<file path="src/rtl/nic_irq_pkg.sv">
package nic_irq_pkg;
  localparam int REG_W   = 16;
  localparam int NUM_SRC = 3;
  localparam int USR_ST  = 2 * NUM_SRC;
  localparam int USR_CMD = USR_ST + 1;
  localparam int USED_W  = USR_CMD + 1;

  function automatic int st_pos(input int i);
    return 2 * i;
  endfunction

  function automatic int mk_pos(input int i);
    return 2 * i + 1;
  endfunction
endpackage

</file>
<file path="src/rtl/irq_src_cell.sv">
module irq_src_cell (
  input  logic clk,
  input  logic rst,
  input  logic stop,
  input  logic evt,
  input  logic wr_en,
  input  logic wr_st,
  input  logic wr_mk,
  output logic st,
  output logic mk
);
  always_ff @(posedge clk) begin
    if (rst) begin
      st <= 1'b0;
      mk <= 1'b1;
    end else begin
      if (stop)
        st <= 1'b0;
      else if (evt)
        st <= 1'b1;
      else if (wr_en && wr_st)
        st <= 1'b0;
      if (wr_en)
        mk <= wr_mk;
    end
  end
endmodule

</file>
<file path="src/rtl/user_irq_cell.sv">
module user_irq_cell (
  input  logic clk,
  input  logic rst,
  input  logic stop,
  input  logic wr_en,
  input  logic wr_cmd,
  input  logic wr_st,
  output logic cmd,
  output logic st
);
  always_ff @(posedge clk) begin
    if (rst || stop) begin
      cmd <= 1'b0;
      st  <= 1'b0;
    end else begin
      cmd <= wr_en && wr_cmd;
      if (cmd)
        st <= 1'b1;
      else if (wr_en && wr_st)
        st <= 1'b0;
    end
  end
endmodule

</file>
<file path="src/rtl/irq_summary.sv">
module irq_summary #(
  parameter int NSRC = 3
) (
  input  logic [NSRC-1:0] st,
  input  logic [NSRC-1:0] mk,
  input  logic            usr_st,
  input  logic            irq_en,
  output logic            irq_n
);
  logic pending;
  always_comb begin
    pending = usr_st;
    for (int i = 0; i < NSRC; i++)
      pending = pending | (st[i] & ~mk[i]);
    irq_n = ~(irq_en & pending);
  end
endmodule

</file>
<file path="src/rtl/nic_irq_status.sv">
module nic_irq_status
  import nic_irq_pkg::*;
(
  input  logic             clk,
  input  logic             hard_rst,
  input  logic             soft_rst,
  input  logic             stop,
  input  logic             irq_en,
  input  logic [2:0]       src_evt,
  input  logic             wr_en,
  input  logic [REG_W-1:0] wr_data,
  output logic [REG_W-1:0] rd_data,
  output logic             irq_n
);
  logic               rst;
  logic [NUM_SRC-1:0] st_v;
  logic [NUM_SRC-1:0] mk_v;
  logic               usr_cmd;
  logic               usr_st;
  logic               unused_hi;

  assign rst       = hard_rst | soft_rst;
  assign unused_hi = ^wr_data[REG_W-1:USED_W];

  for (genvar g = 0; g < NUM_SRC; g++) begin : g_src
    irq_src_cell u_cell (
      .clk   (clk),
      .rst   (rst),
      .stop  (stop),
      .evt   (src_evt[g]),
      .wr_en (wr_en),
      .wr_st (wr_data[st_pos(g)]),
      .wr_mk (wr_data[mk_pos(g)]),
      .st    (st_v[g]),
      .mk    (mk_v[g])
    );
  end

  user_irq_cell u_user (
    .clk    (clk),
    .rst    (rst),
    .stop   (stop),
    .wr_en  (wr_en),
    .wr_cmd (wr_data[USR_CMD]),
    .wr_st  (wr_data[USR_ST]),
    .cmd    (usr_cmd),
    .st     (usr_st)
  );

  irq_summary #(.NSRC(NUM_SRC)) u_sum (
    .st     (st_v),
    .mk     (mk_v),
    .usr_st (usr_st),
    .irq_en (irq_en),
    .irq_n  (irq_n)
  );

  always_comb begin
    rd_data = '0;
    for (int i = 0; i < NUM_SRC; i++) begin
      rd_data[st_pos(i)] = st_v[i];
      rd_data[mk_pos(i)] = mk_v[i];
    end
    rd_data[USR_ST]  = usr_st;
    rd_data[USR_CMD] = usr_cmd;
  end
endmodule

</file>
<file path="config.mk">
export PLATFORM = sky130hd
export DESIGN_NAME = nic_irq_status
export DESIGN_NICKNAME = d
export VERILOG_FILES = /design/src/rtl/nic_irq_pkg.sv /design/src/rtl/irq_src_cell.sv /design/src/rtl/user_irq_cell.sv /design/src/rtl/irq_summary.sv /design/src/rtl/nic_irq_status.sv
export SDC_FILE = /design/constraint.sdc
export NUM_CORES = 1
export LEC_CHECK = 0
export CAP_MARGIN = 20
export CORE_AREA = 2 2 39 41
export CTS_CLUSTER_SIZE = 40
export DETAILED_ROUTE_END_ITERATION = 6
export DIE_AREA = 0 0 41 43
export DONT_BUFFER_PORTS = 1
export PLACE_DENSITY_LB_ADDON = 0.05
export SETUP_SLACK_MARGIN = 0.02
export SYNTH_ARGS = -nofsm -noshare
export SYNTH_HDL_FRONTEND = slang
export SYNTH_SLANG_ARGS = --single-unit
</file>
<file path="constraint.sdc">
create_clock -name clk -period 1.1 [get_ports clk]
set_clock_uncertainty 0.2 [all_clocks]
set_input_delay 0.165 -clock clk [delete_from_list [all_inputs] [get_ports clk]]
set_output_delay 0.165 -clock clk [all_outputs]
set_load 0.1 [all_outputs]
</file>
==> results.md <==
- The worst reg-to-reg path cell count is 3.
- The smallest hold slack is -0.117 ns.
- The number of DRC violations after detailed routing is 0.
- The number of cells produced by synthesis is 47.
- The core region is 0.00138 sq mm.
- Once layout is complete, the utilization of the core stands at about half.
- The post-route minimum period is approximately 1.7 ns.
- The die covers about 0.0018 sq mm.
- Relative to the synthesized area, the layout overhead comes to 52.9%.
- The analysis attributes to cell leakage a power of 0.317 nW.
- The via count of the first global-routing pass is between 300 and 400.
- The via count normalized by instance count is 4.41.
- The cell area reported after detailed placement is a little under 500 sq um.
- The final cell area excluding filler cells is 694 sq um.
- The wire length of the first global-routing pass is around 1.4 mm.
- The critical path goes through nor2b_4 > o41ai_4 > buf_12.
- The run finished, with violations left.
- The final hold violation count was 5.
- The all-layer global routing usage is about an eighth.
- The required time reported for the critical path endpoint is 0.73 ns.
- The number of placement rows is 14.
- Based on the critical path, the design can be clocked at up to around 0.6 GHz.
- The type of the tightest min-delay check is primary input to flip-flop.
- The max-slew violation count was 0.
- The count of hold-fix buffers inserted at cts is 10.
- The aggregate routed wire length is ~900 um.
- The worst register-to-register path ends at g_src[1].u_cell.st.
- At the end of routability-driven placement, the weighted congestion stood at 0.568.
- The total global routing overflow is 0.
- The checks that failed: hold timing, setup timing.
- For the worst setup path, the data arrival time is about 1.3 ns.
- During synthesis, Yosys emitted a total of 0 warnings.
- Once routing completed, OpenROAD measured the worst setup slack at -0.551 ns.
- The number of buffers inserted during clock tree synthesis is 3.
- In this run the number of H-tree levels came out at 1.
- For this run, the detailed router's first-pass iteration total came to 1.
- In this run, synthesis produced a sequential element count of 8.
- At the end of the flow, the number of nets in the layout was 86.
- The maximum fanout encountered on the critical timing path is 2.
- Across the run, the number of max-cap violations was 0.
- The setup slack at placement is -0.280 ns.
- The worst path uses 150% of the clock period.
- Overall power consumption after layout is estimated at 0.790 mW.
- In this run, the number of DRC markers left after iteration 0 of detailed routing was 0.
- The horizontal die dimension is slightly above 40 um.
- The number of instances on the worst hold path is 2.
- The tree is rooted in a sky130_fd_sc_hd__clkbuf_4.
- The sort of element at the end of the critical path is a primary output.
- The number of antenna violations at the first check in global routing was 0.
- The clock passes through at most 2 buffers.
- The critical path startpoint category is a flip-flop.
- The final HPWL from detailed placement is between 600 and 700 um.
- Setup violations remaining at the end of the flow were counted as 12.
- The summed negative setup slack over all endpoints is -1.22 ns.
- Setup repair after global routing could not meet its margin everywhere.
- The clock tree from TritonCTS is built.
- The path with the worst hold slack has its endpoint at u_user.st.
- The initial utilization of the core area, before any placement, comes to approximately a third.
- The proportion of layout cells with a drive suffix above 1 is between 30% and 40%.
- Dividing the synthesized area by the synthesized cell count gives around 9.7 sq um.
- The start point of the worst hold path is stop.
- Port buffering added 0 buffers.
- The number of vias after detailed routing is between 300 and 400.
- The areal power density over the cells is 1140 mW/mm^2.
- The detail route stage leaves a number of antenna-violating nets equal to 0.
- The tree built by TritonCTS fans out to 8 sinks.
- The antenna diode count is 0.
- The register-to-register setup slack is -0.12 ns.
- After detailed routing, the average wire length per cell comes to between 10 and 15 um.
- The critical path is of the flip-flop to primary output type.
- At the later pin of the worst-skew pair, clock insertion delay measures 0.25 ns.
- Clock-pin slew was measured on the worst setup and hold paths at approximately 0.050 ns.
- In this design, the stage delay of the slowest critical-path cell is 0.38 ns.
- The number of top-level pins is 42.
- Fill cells in the final layout number 135.
- The startpoint identified for the worst register-to-register timing path is g_src[1].u_cell.st.
- The maximum vdd drop is 500 uV.
- The die is between 40 and 50 um tall.
- After synthesis the cells add up to about 450 sq um.
- The maximum number of pins on one net before global-route repair is 9.
- After synthesis, flip-flops and latches occupy 35.3% of the total area.
- Synthesis instantiated 12 different standard cells from the library.
- Among all stages on the critical path, the largest delay is contributed by sky130_fd_sc_hd__o41ai_4.
## layout make-up
type / count / area, sq um / share of cell area [%]
clock buffer: 3 / 22.5 / 3.24
sequential: 8 / 174 / 25.0
timing repair buffer: 19 / 267 / 38.4
multi-input combinational: 29 / 211 / 30.5
tap: 16 / 20.0 / 2.88
## timing repair
| action | CTS | global route |
|---|---|---|
| endpoints found under the setup margin | 15 | 17 |
| endpoints found under the hold margin | 8 | 5 |
| gates resized for setup | 25 | 4 |
| buffers inserted | 0 | 0 |
| pin swaps | 0 | 1 |
## worst max-delay path: cells and delay by family, from the launching register on
family                 cells  cell delay [ns]
AOI/OAI and AO/OA          1             0.38
DFF                        1             0.31
buffers and inverters      1             0.22
and+or+nand+nor            1             0.12
## worst max-delay path by stage
stage               slack, ns  cells after the start               start    end
finish                  -0.55                      3  g_src[1].u_cell.st  irq_n
floorplan               -0.85                      2  g_src[1].u_cell.st  irq_n
detailed placement      -0.28                      3  g_src[1].u_cell.st  irq_n
CTS                     -0.56                      3  g_src[1].u_cell.st  irq_n
global placement        -0.28                      3  g_src[1].u_cell.st  irq_n
global route            -0.59                      3  g_src[1].u_cell.st  irq_n
## power by group
group	switching (mW)	internal (mW)	total [mW]
Sequential	0.00757	0.295	0.302
Combinational	0.201	0.0640	0.265
Clock	0.0976	0.125	0.222
Total	0.306	0.484	0.790
## Yosys cell counts
cell,instances,area [sq um]
sky130_fd_sc_hd__mux2i_1,3,30.0
sky130_fd_sc_hd__o21a_1,4,30.0
sky130_fd_sc_hd__nand2_1,3,11.3
sky130_fd_sc_hd__dfxtp_1,8,160
sky130_fd_sc_hd__nor2b_1,3,18.8
sky130_fd_sc_hd__a21boi_0,4,30.0
sky130_fd_sc_hd__o41ai_2,1,16.3
sky130_fd_sc_hd__nor2_1,1,3.75
sky130_fd_sc_hd__nor3_4,1,16.3
sky130_fd_sc_hd__buf_4,17,128
sky130_fd_sc_hd__and3_1,1,6.26
sky130_fd_sc_hd__conb_1,1,3.75
## kinds of logic after synthesis
logic type	synth area share [%]
buffers and inverters	28.1
AO/OA/AOI/OAI	16.8
AND/OR/NAND/NOR	12.4
flip-flops	35.3
multiplexers	6.61
other	0.826
## per-layer routing
layer	vias to the layer above	GRT usage (%)	share of wire (%)
met1	154	13.0	36
met4	0	8.00	0
met5	-	0	0
met3	0	6.28	11
li1	158	-	-
met2	19	19.1	53
## registers in the layout (all words and copies together) (netlist names)
register         count
u_user.st            1
g_src.u_cell.st      3
u_user.cmd           1
g_src.u_cell.mk      3
## per-stage QoR
step / cells / hold WS, ns
floorplan: 54 / 0.0740
global placement: 62 / 0.0863
detailed placement: 62 / 0.0902
CTS: 75 / -0.132
global route: 75 / -0.124
finish: 75 / -0.117
## cells in the final DEF, fill, tap and decap left out, drive strengths merged
cell,synthesis,final
a21boi,4,4
nor2b,3,3
and3,1,1
nor2,1,1
dfxtp,8,8
dlymetal6s4s,0,3
mux2i,3,3
dlygate4sd3,0,7
o41ai,1,1
o21a,4,4
conb,1,8
buf,17,9
nor3,1,1
clkbuf,0,3
nand2,3,3
Power figures use the tool's default switching activity.
